### config.mk
export PLATFORM = sky130hd
export DESIGN_NAME = amc_ctrl
export DESIGN_NICKNAME = d
export VERILOG_FILES = /design/src/rtl/amc_pkg.sv /design/src/rtl/amc_cfg_pick.sv /design/src/rtl/amc_phase_cnt.sv /design/src/rtl/amc_sel_gen.sv /design/src/rtl/amc_ctrl.sv
export SDC_FILE = /design/constraint.sdc
export NUM_CORES = 1
export LEC_CHECK = 0
export BUFFER_PORTS_ARGS = -buffer_cell sky130_fd_sc_hd__buf_2
export CAP_MARGIN = 20
export CORE_ASPECT_RATIO = 1.25
export CORE_MARGIN = 10
export CORE_UTILIZATION = 35
export DETAILED_ROUTE_END_ITERATION = 12
export GPL_TIMING_DRIVEN = 0
export SYNTH_ARGS = -nofsm -noshare
export SYNTH_HDL_FRONTEND = slang
export SYNTH_SLANG_ARGS = --single-unit
### constraint.sdc
create_clock -name clk -period 4.1 [get_ports clk]
set_input_delay 0.615 -clock clk [delete_from_list [all_inputs] [get_ports clk]]
set_output_delay 0.615 -clock clk [all_outputs]
set_load 0.01 [all_outputs]
### src/rtl/amc_pkg.sv
package amc_pkg;

    typedef enum logic [2:0] {
        ST_IDLE,
        ST_TURN,
        ST_SETUP,
        ST_ACCESS,
        ST_HOLD
    } amc_state_e;

    typedef enum logic [1:0] {
        SEL_PLAIN     = 2'd0,
        SEL_RD_GATED  = 2'd1,
        SEL_WR_GATED  = 2'd2,
        SEL_PLAIN_ALT = 2'd3
    } amc_sel_e;

endpackage

### src/rtl/amc_cfg_pick.sv
// Selects one bank's settings out of the flattened per-bank vectors.
module amc_cfg_pick #(
    parameter int NBANK = 4,
    parameter int CW    = 4,
    parameter int BW    = 2
) (
    input  logic [BW-1:0]       bank_idx,
    input  logic [NBANK-1:0]    en_vec,
    input  logic [NBANK-1:0]    rdy_vec,
    input  logic [2*NBANK-1:0]  sel_vec,
    input  logic [CW*NBANK-1:0] setup_vec,
    input  logic [CW*NBANK-1:0] access_vec,
    input  logic [CW*NBANK-1:0] hold_vec,
    input  logic [CW*NBANK-1:0] turn_vec,
    output logic                en,
    output logic                rdy_en,
    output logic [1:0]          sel,
    output logic [CW-1:0]       setup,
    output logic [CW-1:0]       access,
    output logic [CW-1:0]       hold,
    output logic [CW-1:0]       turn
);

    always_comb begin
        en     = en_vec[bank_idx];
        rdy_en = rdy_vec[bank_idx];
        sel    = sel_vec[bank_idx*2 +: 2];
        setup  = setup_vec[bank_idx*CW +: CW];
        access = access_vec[bank_idx*CW +: CW];
        hold   = hold_vec[bank_idx*CW +: CW];
        turn   = turn_vec[bank_idx*CW +: CW];
    end

endmodule

### src/rtl/amc_phase_cnt.sv
// Phase length counter; a load of 0 or 1 both give a one-cycle phase.
module amc_phase_cnt #(
    parameter int CW = 4
) (
    input  logic          clk,
    input  logic          rst_n,
    input  logic          load,
    input  logic [CW-1:0] load_val,
    output logic          last
);

    logic [CW-1:0] cnt_q;

    always_ff @(posedge clk or negedge rst_n) begin
        if (!rst_n) begin
            cnt_q <= '0;
        end else if (load) begin
            cnt_q <= load_val;
        end else if (cnt_q > CW'(1)) begin
            cnt_q <= cnt_q - CW'(1);
        end
    end

    assign last = (cnt_q <= CW'(1));

endmodule

### src/rtl/amc_sel_gen.sv
// Per-bank active-low select shaping: plain, read-gated or write-gated.
module amc_sel_gen
    import amc_pkg::*;
#(
    parameter int NBANK = 4,
    parameter int BW    = 2
) (
    input  logic [BW-1:0]      active_bank,
    input  logic               cs_act,
    input  logic               re_act,
    input  logic               we_act,
    input  logic [2*NBANK-1:0] sel_vec,
    output logic [NBANK-1:0]   cs_n
);

    for (genvar g = 0; g < NBANK; g++) begin : g_bank
        logic hit;
        logic low;
        amc_sel_e mode;

        always_comb begin
            mode = amc_sel_e'(sel_vec[2*g +: 2]);
            hit  = cs_act && (active_bank == BW'(g));
            unique case (mode)
                SEL_RD_GATED: low = hit && re_act;
                SEL_WR_GATED: low = hit && we_act;
                default:      low = hit;
            endcase
            cs_n[g] = ~low;
        end
    end

endmodule

### src/rtl/amc_ctrl.sv
module amc_ctrl
    import amc_pkg::*;
#(
    parameter int NBANK = 4,
    parameter int AW    = 16,
    parameter int DW    = 16,
    parameter int CW    = 4,
    localparam int BW   = (NBANK > 1) ? $clog2(NBANK) : 1
) (
    input  logic                clk,
    input  logic                rst_n,
    input  logic                req_valid,
    output logic                req_ready,
    input  logic [BW-1:0]       req_bank,
    input  logic                req_write,
    input  logic [AW-1:0]       req_addr,
    input  logic [DW-1:0]       req_wdata,
    output logic                rsp_done,
    output logic [DW-1:0]       rsp_rdata,
    input  logic [NBANK-1:0]    cfg_en,
    input  logic [NBANK-1:0]    cfg_rdy_en,
    input  logic [2*NBANK-1:0]  cfg_sel,
    input  logic [CW*NBANK-1:0] cfg_setup,
    input  logic [CW*NBANK-1:0] cfg_access,
    input  logic [CW*NBANK-1:0] cfg_hold,
    input  logic [CW*NBANK-1:0] cfg_turn,
    output logic [NBANK-1:0]    mem_cs_n,
    output logic                mem_re_n,
    output logic                mem_we_n,
    output logic [AW-1:0]       mem_addr,
    output logic [DW-1:0]       mem_dq_out,
    output logic                mem_dq_oe,
    input  logic [DW-1:0]       mem_dq_in,
    input  logic                mem_ready
);

    amc_state_e state_q, state_d;

    logic [BW-1:0] cur_bank;
    logic          cur_write;
    logic [AW-1:0] cur_addr;
    logic [DW-1:0] cur_wdata;
    logic [DW-1:0] rdata_q;
    logic          done_q;
    logic          has_prev;
    logic [BW-1:0] last_bank;
    logic          last_write;

    logic [BW-1:0] pick_idx;
    logic          c_en, c_rdy_en;
    logic [1:0]    c_sel;
    logic [CW-1:0] c_setup, c_access, c_hold, c_turn;

    logic          cnt_load;
    logic [CW-1:0] cnt_val;
    logic          cnt_last;
    logic          accept;
    logic          need_turn;
    logic          leave_access;
    logic          cs_act, re_act, we_act;

    // In idle the incoming request's bank decides; otherwise the active one.
    assign pick_idx = (state_q == ST_IDLE) ? req_bank : cur_bank;

    amc_cfg_pick #(.NBANK(NBANK), .CW(CW), .BW(BW)) u_pick (
        .bank_idx  (pick_idx),
        .en_vec    (cfg_en),
        .rdy_vec   (cfg_rdy_en),
        .sel_vec   (cfg_sel),
        .setup_vec (cfg_setup),
        .access_vec(cfg_access),
        .hold_vec  (cfg_hold),
        .turn_vec  (cfg_turn),
        .en        (c_en),
        .rdy_en    (c_rdy_en),
        .sel       (c_sel),
        .setup     (c_setup),
        .access    (c_access),
        .hold      (c_hold),
        .turn      (c_turn)
    );

    amc_phase_cnt #(.CW(CW)) u_cnt (
        .clk     (clk),
        .rst_n   (rst_n),
        .load    (cnt_load),
        .load_val(cnt_val),
        .last    (cnt_last)
    );

    assign need_turn = has_prev && (c_turn != '0) &&
                       ((req_bank != last_bank) || (req_write != last_write));

    // Next-state and phase-counter load decisions.
    always_comb begin
        state_d      = state_q;
        cnt_load     = 1'b0;
        cnt_val      = '0;
        accept       = 1'b0;
        leave_access = 1'b0;
        unique case (state_q)
            ST_IDLE: begin
                if (req_valid) begin
                    accept = 1'b1;
                    if (!c_en) begin
                        state_d = ST_IDLE;
                    end else if (need_turn) begin
                        state_d  = ST_TURN;
                        cnt_load = 1'b1;
                        cnt_val  = c_turn;
                    end else begin
                        state_d  = ST_SETUP;
                        cnt_load = 1'b1;
                        cnt_val  = c_setup;
                    end
                end
            end
            ST_TURN: begin
                if (cnt_last) begin
                    state_d  = ST_SETUP;
                    cnt_load = 1'b1;
                    cnt_val  = c_setup;
                end
            end
            ST_SETUP: begin
                if (cnt_last) begin
                    state_d  = ST_ACCESS;
                    cnt_load = 1'b1;
                    cnt_val  = c_access;
                end
            end
            ST_ACCESS: begin
                if (cnt_last && (!c_rdy_en || mem_ready)) begin
                    leave_access = 1'b1;
                    state_d      = ST_HOLD;
                    cnt_load     = 1'b1;
                    cnt_val      = c_hold;
                end
            end
            ST_HOLD: begin
                if (cnt_last) begin
                    state_d = ST_IDLE;
                end
            end
            default: state_d = ST_IDLE;
        endcase
    end

    // State register.
    always_ff @(posedge clk or negedge rst_n) begin
        if (!rst_n) begin
            state_q <= ST_IDLE;
        end else begin
            state_q <= state_d;
        end
    end

    // Request capture, direction/bank history and response.
    always_ff @(posedge clk or negedge rst_n) begin
        if (!rst_n) begin
            cur_bank   <= '0;
            cur_write  <= 1'b0;
            cur_addr   <= '0;
            cur_wdata  <= '0;
            rdata_q    <= '0;
            done_q     <= 1'b0;
            has_prev   <= 1'b0;
            last_bank  <= '0;
            last_write <= 1'b0;
        end else begin
            done_q <= (state_q == ST_HOLD && cnt_last) || (accept && !c_en);
            if (accept) begin
                cur_bank  <= req_bank;
                cur_write <= req_write;
                cur_addr  <= req_addr;
                cur_wdata <= req_wdata;
                rdata_q   <= '0;
                if (c_en) begin
                    has_prev   <= 1'b1;
                    last_bank  <= req_bank;
                    last_write <= req_write;
                end
            end else if (leave_access && !cur_write) begin
                rdata_q <= mem_dq_in;
            end
        end
    end

    // Output decode from the state register.
    always_comb begin
        cs_act     = (state_q == ST_SETUP) || (state_q == ST_ACCESS) ||
                     (state_q == ST_HOLD);
        re_act     = (state_q == ST_ACCESS) && !cur_write;
        we_act     = (state_q == ST_ACCESS) && cur_write;
        mem_re_n   = ~re_act;
        mem_we_n   = ~we_act;
        mem_dq_oe  = cs_act && cur_write;
        mem_addr   = cur_addr;
        mem_dq_out = cur_wdata;
        req_ready  = (state_q == ST_IDLE);
        rsp_done   = done_q;
        rsp_rdata  = rdata_q;
    end

    amc_sel_gen #(.NBANK(NBANK), .BW(BW)) u_sel (
        .active_bank(cur_bank),
        .cs_act     (cs_act),
        .re_act     (re_act),
        .we_act     (we_act),
        .sel_vec    (cfg_sel),
        .cs_n       (mem_cs_n)
    );

endmodule

=== Word level (Yosys, flattened, before mapping) ===
Cells that the tools add are included.

* $add $sub $neg: 1
* Order comparisons: 3
* Equality and inequality tests: 22
* Shift operators: 4
* Mux-type cells: 36
* Bitwise operators: 6
* Reductions and logical operators: 37

{| class="wikitable"
|+ Operators with widths
! kind !! number
|-
| variable part select 16 x 5 -> 4 bit || 4
|-
| 2-to-1 mux 16 bit || 2
|-
| 2-to-1 mux 4 bit || 8
|-
| logical AND 1 bit || 21
|-
| one-hot mux 4 bit (4 select lines) || 1
|-
| 2-to-1 mux 3 bit || 5
|-
| one-hot mux 3 bit (5 select lines) || 1
|-
| == test 2 bit (second input constant) || 6
|-
| == test 2 x 1 -> 1 bit (second input constant) || 5
|-
| != test 2 bit (second input constant) || 5
|-
| 2-to-1 mux 1 bit || 9
|-
| one-hot mux 1 bit (2 select lines) || 4
|-
| == test 3 x 2 -> 1 bit (second input constant) || 2
|-
| 2-to-1 mux 2 bit || 3
|-
| inverter 1 bit || 6
|-
| logical OR 1 bit || 5
|-
| AND reduction 5 bit || 1
|-
| binary-select mux 1 bit (select 2 bit) || 2
|-
| > comparator 4 x 1 -> 1 bit (second input constant) || 1
|-
| <= comparator 4 x 1 -> 1 bit (second input constant) || 1
|-
| nonzero test 2 bit || 2
|-
| nonzero test 4 bit || 1
|-
| subtractor 4 x 1 -> 4 bit (second input constant) || 1
|-
| == test 3 x 1 -> 1 bit (second input constant) || 1
|-
| other kinds (10) || 12
|}

* Flip-flop bits (word level): 63
* Bits of input ports: 135
* Output and inout port bits: 57
* Logic and storage cells: 120

=== Longest topological paths before layout ===
Gate-level depths: netlist (run 1).

* Word-level depth: 12
* Mapped depth: 10
* Depth with buffers taken out: 8

=== Cells and area by module ===
A second synthesis (run 1) with hierarchy kept.

* Cell total of the unflattened synthesis: 288
* Area, all modules: 3,525.9 um^2

{| class="wikitable"
|+ Modules (own cells, without submodules)
! module !! times used !! cells each !! area an instance (um^2) !! seq. area each (um^2)
|-
| amc_ctrl || 1 || 218 || 2,622.5 || 1,476.4
|-
| amc_cfg_pick || 1 || 24 || 483.0 || 0.0
|-
| amc_phase_cnt || 1 || 28 || 267.8 || 100.1
|-
| amc_sel_gen || 1 || 18 || 152.6 || 0.0
|}

=== Worst setup path after synthesis (run 1) ===
No wires, ideal clock.

* Kind: flip-flop to output port
* From: register cur_bank[0]
* To: output port mem_cs_n[0]
* Arrival: 1.566 ns
* Required time: 3.485 ns
* Setup slack: 1.919 ns
* Stages on the path, launching flop included: 6
* Buffers on the path: 4
* Cells stage by stage: dfrtp_1 buf_4 buf_4 buf_2 buf_2 or4_1

* Word-level cells in the longest chain between the ends: 5

{| class="wikitable"
|+ RTL lines
! item !! line !! text
|-
| start: declaration || amc_ctrl.sv:39 || <nowiki>logic [BW-1:0] cur_bank;</nowiki>
|-
| start signal: assignment || amc_ctrl.sv:173 || <nowiki>cur_bank <= req_bank;</nowiki>
|-
| logical NOT 2 bit (*) || amc_sel_gen.sv:23 || <nowiki>hit = cs_act && (active_bank == BW'(g));</nowiki>
|-
| logical AND 1 bit (*) || amc_sel_gen.sv:23 ||
|-
| logical AND 1 bit (on tied branches) || amc_sel_gen.sv:26, amc_sel_gen.sv:25 ||
|-
| one-hot mux 1 bit (2 select lines) (*) || amc_sel_gen.sv:24 || <nowiki>unique case (mode)</nowiki>
|-
| inverter 1 bit (*) || amc_sel_gen.sv:29 || <nowiki>cs_n[g] = ~low;</nowiki>
|-
| end: declaration || amc_ctrl.sv:27 || <nowiki>output logic [NBANK-1:0] mem_cs_n,</nowiki>
|}

Every way passes the cells marked *; elsewhere a longest branch is shown, timed or not.

=== Worst setup path in the final report (run 1) ===
* From: register state_q[0]
* To: output port mem_cs_n[0]

* Word-level cells in the longest chain between the ends: 7

{| class="wikitable"
|+ RTL lines
! item !! line !! text
|-
| start: declaration || amc_ctrl.sv:37 || <nowiki>amc_state_e state_q, state_d;</nowiki>
|-
| start signal: assignment || amc_ctrl.sv:154 || <nowiki>state_q <= state_d;</nowiki>
|-
| == test 3 x 2 -> 1 bit (on tied branches) || amc_ctrl.sv:191, amc_ctrl.sv:193, amc_ctrl.sv:194 ||
|-
| logical OR 1 bit (2 in a row) || amc_ctrl.sv:191 || <nowiki>cs_act = (state_q == ST_SETUP) || (state_q == ST_ACCESS) ||</nowiki>
|-
| logical AND 1 bit || amc_sel_gen.sv:23 ||
|-
| logical AND 1 bit (on tied branches) || amc_sel_gen.sv:26, amc_sel_gen.sv:25 ||
|-
| one-hot mux 1 bit (2 select lines) (*) || amc_sel_gen.sv:24 ||
|-
| inverter 1 bit (*) || amc_sel_gen.sv:29 ||
|}

Marked as above.

==> results of run 1 <==
-- flip-flops by register name, summed over array words and instances, names as in the netlist --
| register | count |
|---|---|
| state_q | 3 |
| rsp_rdata | 16 |
| has_prev | 1 |
| mem_dq_out | 16 |
| u_cnt.cnt_q | 4 |
| cur_write | 1 |
| mem_addr | 16 |
| last_write | 1 |
| cur_bank | 2 |
| rsp_done | 1 |
| last_bank | 2 |
-- through the flow --
stage               instances  instance area (µm²)  hold WS (ns)
floorplan                 390                 4043        0.3194
CTS                       731                 5498        0.4006
detailed placement        715                 5165        0.4525
global placement          715                 5162        0.4507
global route              731                 5498        0.4301
finish                    732                 5500        0.3755
-- cell type report --
class,count,area (µm²),area share [%]
diodes,1,2.502,0.04550
plain buffers,28,173.9,3.162
clock buffers,11,252.7,4.595
clock inverters,5,80.08,1.456
inverters,9,33.78,0.6142
multi-input cells,290,2258,41.06
flip-flops and latches,63,1577,28.66
well taps,135,168.9,3.071
repair buffers,190,953.4,17.33
-- cell families (layout without fill, tap and decap cells) --
logic type | after synthesis | in the layout | share of synthesized area (%)
AOI/OAI and AO/OA | 84 | 84 | 13.59
xor gates and xnor gates | 10 | 10 | 2.166
buffers and inverters | 37 | 243 | 5.138
DFF | 63 | 63 | 39.00
adders and majority gates | 6 | 6 | 1.857
other | 0 | 1 | 0
and+or+nand+nor | 109 | 109 | 12.41
muxes | 81 | 81 | 25.84
-- cell usage after synthesis, drive strengths merged, types with 9 or more instances --
cell type | instances | area [µm²]
a211oi | 14 | 105.1
a21oi | 18 | 90.09
buf | 22 | 150.1
dfrtp | 63 | 1577
inv | 9 | 33.78
mux2 | 44 | 495.5
mux2i | 23 | 230.2
mux4 | 14 | 319.1
nand2 | 60 | 225.2
nor2 | 14 | 55.06
nor2b | 11 | 68.82
o21ai | 27 | 135.1
-- metal layers --
metal / up-vias / part of all wire, %
met4: 0 / 1.3
met3: 11 / 13
met5: - / 0
met1: 1776 / 38
li1: 1823 / -
met2: 163 / 47
-- cell usage in the layout (no fill, tap or decap), types with 11 or more instances in the layout --
cell	Yosys	routed
buf_2	12	201
dfrtp_1	63	63
nand2_1	60	60
mux2_2	44	44
o21ai_0	27	27
mux2i_1	23	23
a21oi_1	18	18
a211oi_1	14	14
nor2_1	13	13
mux4_2	13	13
nor2b_1	11	11
-- worst max-delay path by stage --
stage | from | to | slack [ns] | cells after the start
floorplan | cur_bank[0] | mem_cs_n[0] | 1.92 | 5
global placement | u_cnt.cnt_q[0] | rsp_rdata[7] | 1.51 | 8
detailed placement | u_cnt.cnt_q[0] | rsp_rdata[3] | 1.35 | 8
CTS | state_q[0] | mem_cs_n[0] | 1.16 | 6
global route | state_q[1] | mem_cs_n[0] | 1.10 | 6
finish | state_q[0] | mem_cs_n[0] | 1.21 | 6
-- critical path: stages (launching register included) --
cell     delay, ns
dfrtp_1       0.32
buf_4         0.16
inv_1         0.08
nor3_1        0.71
a21oi_1       0.12
or4_1         0.41
buf_2         0.15
-- report_power, final --
part	internal, W	switching [W]	total [W]
combinational	0.000897	0.00108	0.00197
sequential	0.000899	0.000137	0.00104
clock	0.000564	0.000270	0.000834
==> metrics, run 1 <==
Rows 43; hold buffers post-CTS 0; final antenna-violating net count 0; Buffers on Ports 190; total power between 0.003 and 0.004 W; register area share after synthesis 39.00%; Post-CTS Setup Inserts 0; number of global-route vias before repair 4,111; GRT met1 Usage 17.44%; Max Cap Viol 0; fraction of layout instances using a drive strength above 1 48.66%; # IOs 192; Most Crowded Layer GR met2; Main synth FF type dfrtp_1; routability cong. about 0.86; fmax roughly 350 MHz; Layout fillers 1,079; hpwl dp 10.74 mm; Pleak 2.633 nW; Clock Tree Root clkbuf_16; Slew headroom between 30% and 40%; fin. max-slew vios 0; DRT iter0 DRCs 197; total CTS buffers 9; clock tree buffer depth 2; Tightest Hold Check Type input port to async pin; met2 Use GR 26.85%; drt wl/cell 18.19 µm; via count approximately 3,800; FF-to-FF End rsp_rdata[11]; DRC viols 0; clock sink count 63; Post-synth EDFFs 0; Mapped Cells 390; RSZ-0062 raised after global routing no; synthesized cell area 4043 µm²; setup violators final 0; Yosys warnings 0; Place WS 1.355 ns; Reg2Reg Depth 8; Post-Syn Nets 531; GRT Resource Usage Total 16.12%; crit path kind flip-flop to output pin; core area 11,190 µm²; Async SR Flop Fraction 100.0%; worst path arrival time around 2.3 ns; # H-tree levels 3; Unique masters post-synth 45; drt via density 5.154; Overflow after GRT 0; Die Area 16,280 µm²; Critical Path Sink Type output pin; Reg2Reg Setup Slack 1.37 ns; period utilization 70.54%; initial antenna violation count 1; Synth-to-Final Area Change 36.06%; first drt pass iteration count 4; Initial Utilization 36.12%; Worst Max-Slew Pin Slew ~1 ns; Hold Violations, Final 0; die extent in y 140.2 µm; Critical R2R Launch u_cnt.cnt_q[0]; clk_skew 0.003120 ns; drt total wl 13.32 mm; TritonCTS clock tree yes; FF+latch count, synth 63; worst endpoint required time 3.48 ns; fin util approximately half; slack of the critical path 1.208 ns; CTS resizes 0; clock network latency to the later pin of the worst-skew pair between 0.3 and 0.4 ns; Die X 116.1 µm; Post-Syn Area per Cell 10.37 µm²; CP Launch Type flip-flop; global routing usage on met3 a little over 8%; Max VDD drop 0.0004249 V; Power Density between 600 and 700 nW/µm²; Setup TNS 0 ns; CTS clk-pin slew, worst paths about 0.050 ns; largest net degree at the start of global routing 64; critical path peak fanout 8; status complete, no violations; global-route wire length before repair 20.92 mm; Nets 732; fin crit period 2.892 ns
Note: power is estimated with default switching activity, not from simulation.
==> run 2, diff against run 1 <==
PLACE_DENSITY = 0.66   (was unset)
clock period = 2.35 ns   (was 4.1 ns; I/O delays follow)
==> run 2 against run 1 <==
Global-route usage is 0.057 points lower. Core utilization is 2.3 points higher. Cell count is 1.1% higher.
==> metrics, run 2 (synthesis gave the netlist of run 1 again) <==
status complete, no violations; Place WS -0.3444 ns; CP top delay family buffers and inverters; master of the slowest instance on the critical path or4_4; combinational power share 54.8%; Worst Max-Slew Pin Slew 0.6365 ns; Die X 116.1 µm; hpwl dp 10.85 mm; Reg2Reg Setup Slack 0.08 ns; dpl cell area 5182 µm²; Die Area 16,280 µm²; Reg2Reg Depth 9; Slew headroom 57.57%; routability cong. 0.8830; Critical Path Sink Type output pin; DRC viols 0; fin. max-slew vios 0; first drt pass iteration count 4; Buffers on Ports 190; TritonCTS clock tree yes; clock sink count 63; Nets 741; # IOs 192; Pleak 2.726 nW; Max Cap Viol 0; commonest non-fill, non-tap cells in the layout buf_2 (195), dfrtp_1 (63), nand2_1 (60); via count 3,855; number of global-route vias before repair ~4,300; crit path kind flip-flop to output pin; fin area ~5800 µm²; Cell Chain, Critical Path buf_6 > buf_8 > buf_8 > buf_6 > or4_4 > buf_6; die extent in y between 100 and 150 µm; # H-tree levels 3; CP Launch Type flip-flop; drt total wl 13.37 mm; Max VDD drop 0.0006605 V; total power 0.007087 W; Worst Path Buf+Inv 5; Sw Ratio about two fifths; Hold Violations, Final 0; FF-to-FF End u_cnt.cnt_q[2]; Setup TNS 0 ns; final antenna-violating net count 0; drt wl/cell about 18 µm; clock tree buffer depth 2; clk_skew 0.004554 ns; period utilization 97.99%; drt via density 5.209; largest net degree at the start of global routing 38; Synth-to-Final Area Change 42.37%; sequential power share between 20% and 30%; worst path arrival time 1.95 ns; Overflow after GRT 0; core area 11,190 µm²; Power Density 1231 nW/µm²; Non-Filler Instances 740; Placed Instances 716; Net Switching 0.002723 W; Initial Utilization 36.12%; Clock power frac 19.4%; worst endpoint required time 2.00 ns; clock network latency to the later pin of the worst-skew pair 0.32 ns; Rows 43; total CTS buffers 9; DRT iter0 DRCs 196; GRT Resource Usage Total approximately 16%; slack of the critical path 0.04734 ns; Most Frequent Cell on Critical Path buf_6; met2 Use GR 27.18%; global routing usage on met3 6.410%; GRT met1 Usage 17.30%; Internal 0.004364 W; fin crit period 2.303 ns; critical path peak fanout 10; fraction of layout instances using a drive strength above 1 51.66%; Tightest Hold Check Type input port to async pin; CTS clk-pin slew, worst paths 0.05 ns; commonest non-fill, non-tap cell in the layout buf_2; setup violators final 0; global-route wire length before repair around 21 mm; Most Crowded Layer GR met2; Critical R2R Launch state_q[0]; initial antenna violation count 1; Max stage delay on crit path between 0.5 and 0.6 ns; Clock Tree Root clkbuf_16; fmax 434.3 MHz
run 2: changes by cell type in the layout (fill, tap and decap cells not counted), moves of 2 or more:
cell / delta
a2111oi_0: -2
buf_12: +2
buf_2: -6
buf_4: +3
buf_6: +7
buf_8: +2
clkbuf_8: -2
mux2_2: -3
mux2_4: +3
mux2i_1: -5
mux2i_4: +4
nor3_1: -2
nor3_4: +2
run 2: power groups by stage:
stage	registers, W	clock network (W)	logic [W]
3_5_place_dp	0.00183	0	0.00347
5_1_grt	0.00190	0.00146	0.00421
3_3_place_gp	0.00180	0	0.00340
4_1_cts	0.00182	0.00141	0.00356
2_1_floorplan	0.00198	0	0.00212
6_report	0.00183	0.00137	0.00388
run 2: cell type report:
cell class / instances / area, µm²
plain buffers: 27 / 220.2
clock buffers: 9 / 225.2
clock inverters: 6 / 86.33
fillers: 1055 / 5435
well taps: 135 / 168.9
repair buffers: 200 / 1057
flip-flops and latches: 63 / 1577
multi-input cells: 290 / 2385
inverters: 9 / 33.78
diodes: 1 / 2.502
run 2: worst max path at each step:
stage | cells past startpoint | slack, ns | from | end
final | 6 | 0.05 | cur_bank[0] | mem_cs_n[0]
after global placement | 8 | -0.22 | u_cnt.cnt_q[0] | rsp_rdata[10]
after global routing | 9 | -0.007 | state_q[0] | u_cnt.cnt_q[0]
after detailed placement | 8 | -0.34 | u_cnt.cnt_q[0] | rsp_rdata[8]
after CTS | 8 | -0.01 | state_q[1] | state_q[0]
after floorplan | 8 | 0.22 | state_q[0] | state_q[0]
run 2: per-layer routing:
metal	vias to the layer above	routed length, µm	part of all wire, %
li1	1845	-	-
met1	1815	5060	38
met2	176	6605	49
met3	19	1381	10
met4	0	318	2.4
met5	-	0	0
run 2: per-stage QoR:
stage | utilization, % | hold WS, ns
global route | 51.41 | 0.09919
CTS | 49.50 | 0.06256
detailed placement | 46.31 | 0.4132
global placement | 46.13 | 0.4523
finish | 51.43 | 0.05443
floorplan | - | 0.05691
run 2: worst reg2reg max path: cells and delay by family (launching register included):
family          cells  cell delay, ns
buf+inv             3            0.55
flops               1            0.38
simple gates        2            0.41
mux                 1            0.35
compound gates      3            0.51
run 2: timing repair:
| item | 4_1_cts | 5_1_grt |
|---|---|---|
| pin swaps | 1 | 8 |
| gates resized for setup | 12 | 31 |
| setup buffers | 0 | 9 |
| hold endpoints to repair | 0 | 0 |
| setup endpoints to repair | 25 | 26 |
| hold buffers | 0 | 0 |
==> run 3, diff against run 2 <==
PLACE_DENSITY = 0.68   (was 0.66)
SYNTH_HIERARCHICAL = 1   (was unset)
==> run 3 against run 2 <==
Clock-buffer cell count increased by 1. Clock power decreased by 15%. Via count decreased by 17%. Synthesized cell count decreased by 27%. Sequential share of layout area increased by 2.0 points. The run now ends with negative setup slack left. Sequential power increased by 6%. Worst setup slack got worse by 0.85 ns. Highest routed layer unchanged. Cell count decreased by 13%. Worst hold slack improved by 0.057 ns. Non-clock buffer count increased by 3.
==> metrics, run 3 <==
DRC viols 0; CP Launch Type flip-flop; fin crit period 3.157 ns; Rows 40; clock network latency to the later pin of the worst-skew pair 0.32 ns; Worst Max-Slew Pin Slew 0.7935 ns; # H-tree levels 3; routability cong. ~0.86; via count 3,212; # IOs 192; Layout fillers 839; status finished with violations; Crit. Startpoint state_q[1]; total power 0.007519 W; hold_ws between 0.1 and 0.15 ns; GRT Resource Usage Total between 10% and 20%; worst path arrival time 3.35 ns; Non-Filler Instances 643; core area just under 10,000 µm²; drt wl/cell 18.04 µm; final antenna-violating net count 0; hpwl dp 9.176 mm; crit path kind flip-flop to flip-flop; Nets approximately 650; CTS clk-pin slew, worst paths 0.06 ns; drt total wl 11.60 mm; clock tree buffer depth 2; largest net degree at the start of global routing 64; critical path peak fanout 4; Die X approximately 110 µm; number of global-route vias before repair 3,667; Max VDD drop 0.0008258 V; global-route wire length before repair 18.06 mm; hold buffers post-CTS 0; fraction of layout instances using a drive strength above 1 between 60% and 70%; Slew headroom 47.10%; clk_skew 0.007029 ns; Yosys warnings 6; Post-Syn Nets 427; Critical Path Sink Type flip-flop; RSZ-0062 raised after global routing yes; die extent in y 131.5 µm; synthesized cell area 3481 µm²; Hold Violations, Final 0; commonest non-fill, non-tap cell in the layout buf_2; TritonCTS clock tree yes; Placed Instances between 600 and 700; fin. max-slew vios 0; Pleak 2.658 nW; Buffers on Ports roughly 190; Mapped Cells 286; drt via density 4.995; Overflow after GRT 0; slack of the critical path -0.8066 ns; initial antenna violation count 0; Initial Utilization between 30% and 40%; commonest non-fill, non-tap cells in the layout buf_2 (192), dfrtp_1 (63), mux2_2 (43); DRT iter0 DRCs 72; Die Area 14,360 µm²; Max Cap Viol 0; fmax 316.8 MHz; violated checks negative setup slack; period utilization 134.3%; Synth-to-Final Area Change 54.13%; setup violators final 29; Power Density 1401 nW/µm²; Clock Tree Root clkbuf_16; worst endpoint required time 2.54 ns; Post-Syn Area per Cell 12.17 µm²; first drt pass iteration count 4; clock sink count 63; total CTS buffers 9; Tightest Hold Check Type input port to async pin; Critical R2R Launch state_q[1]
-- run 3: cell count changes in the layout (fill, tap and decap cells not counted), sizes merged, moves of 7 or more --
cell	delta
o21ai	-10
a21oi	-15
nand2	-7
mux2i	-23
nor2	-10
nor2b	-10
a211oi	-14
-- run 3: per-stage QoR --
| stage | setup TNS, ns | cell area [µm²] | setup WS, ns | utilization (%) |
|---|---|---|---|---|
| 2_1_floorplan | -7.485 | 3542 | -0.6762 | - |
| 3_3_place_gp | -12.96 | 4656 | -0.9277 | 48.20 |
| 3_5_place_dp | -13.23 | 4658 | -0.9493 | 48.23 |
| 4_1_cts | -15.66 | 5249 | -0.7668 | 54.34 |
| 5_1_grt | -16.64 | 5363 | -0.8920 | 55.52 |
| 6_report | -13.42 | 5365 | -0.8066 | 55.54 |
-- run 3: timing repair --
| item | 4_1_cts | 5_1_grt |
|---|---|---|
| buffers inserted | 16 | 5 |
| pin swaps | 7 | 6 |
| setup endpoints to repair | 32 | 32 |
| cloned | 3 | 0 |
| resized for setup | 41 | 29 |
-- run 3: cell type report --
class                      instances  area, µm²  area share [%]
multi-input combinational        193       1924           35.87
clock buffer                      10      229.0           4.268
tap                              126      157.7           2.938
sequential                        63       1577           29.38
antenna                            1      2.502         0.04664
timing repair buffer             214       1200           22.36
inverter                          14      52.55          0.9795
clock inverter                     6      37.54          0.6996
buffer                            16      185.2           3.451
-- run 3: power breakdown --
group | internal (W) | switching [W]
clock network | 0.000706 | 0.000463
registers | 0.00163 | 0.000309
logic | 0.00230 | 0.00211
total | 0.00464 | 0.00288
-- run 3: worst paths after layout --
path | cells past startpoint | end | slack (ns)
setup / recovery | 12 | u_cnt/cnt_q[1] | -0.81
hold / removal | 1 | rsp_rdata[5] | 0.11
setup reg to reg | 12 | u_cnt/cnt_q[1] | -0.81
hold reg to reg | 2 | last_bank[0] | 0.49
max in group asynchronous | 1 | u_cnt/cnt_q[3] | 1.71
min in group clk | 3 | rsp_rdata[2] | 0.24
-- run 3: worst max-delay path: stages, from the launching register on --
cell and delay, ns:
dfrtp_1 0.38, clkbuf_8 0.15, nor3_4 0.20, buf_6 0.13, mux2_4 0.33, buf_8 0.14, mux4_2 0.48, o41ai_4 0.45
a31oi_4 0.08, and2_4 0.18, a221o_2 0.36, nand2_2 0.09, o31ai_2 0.07
-- run 3: metal layers --
layer	share of wire (%)	track usage, %
met5	0	0
met4	2.2	6.159
met1	35	15.81
met3	11	7.045
met2	51	27.48
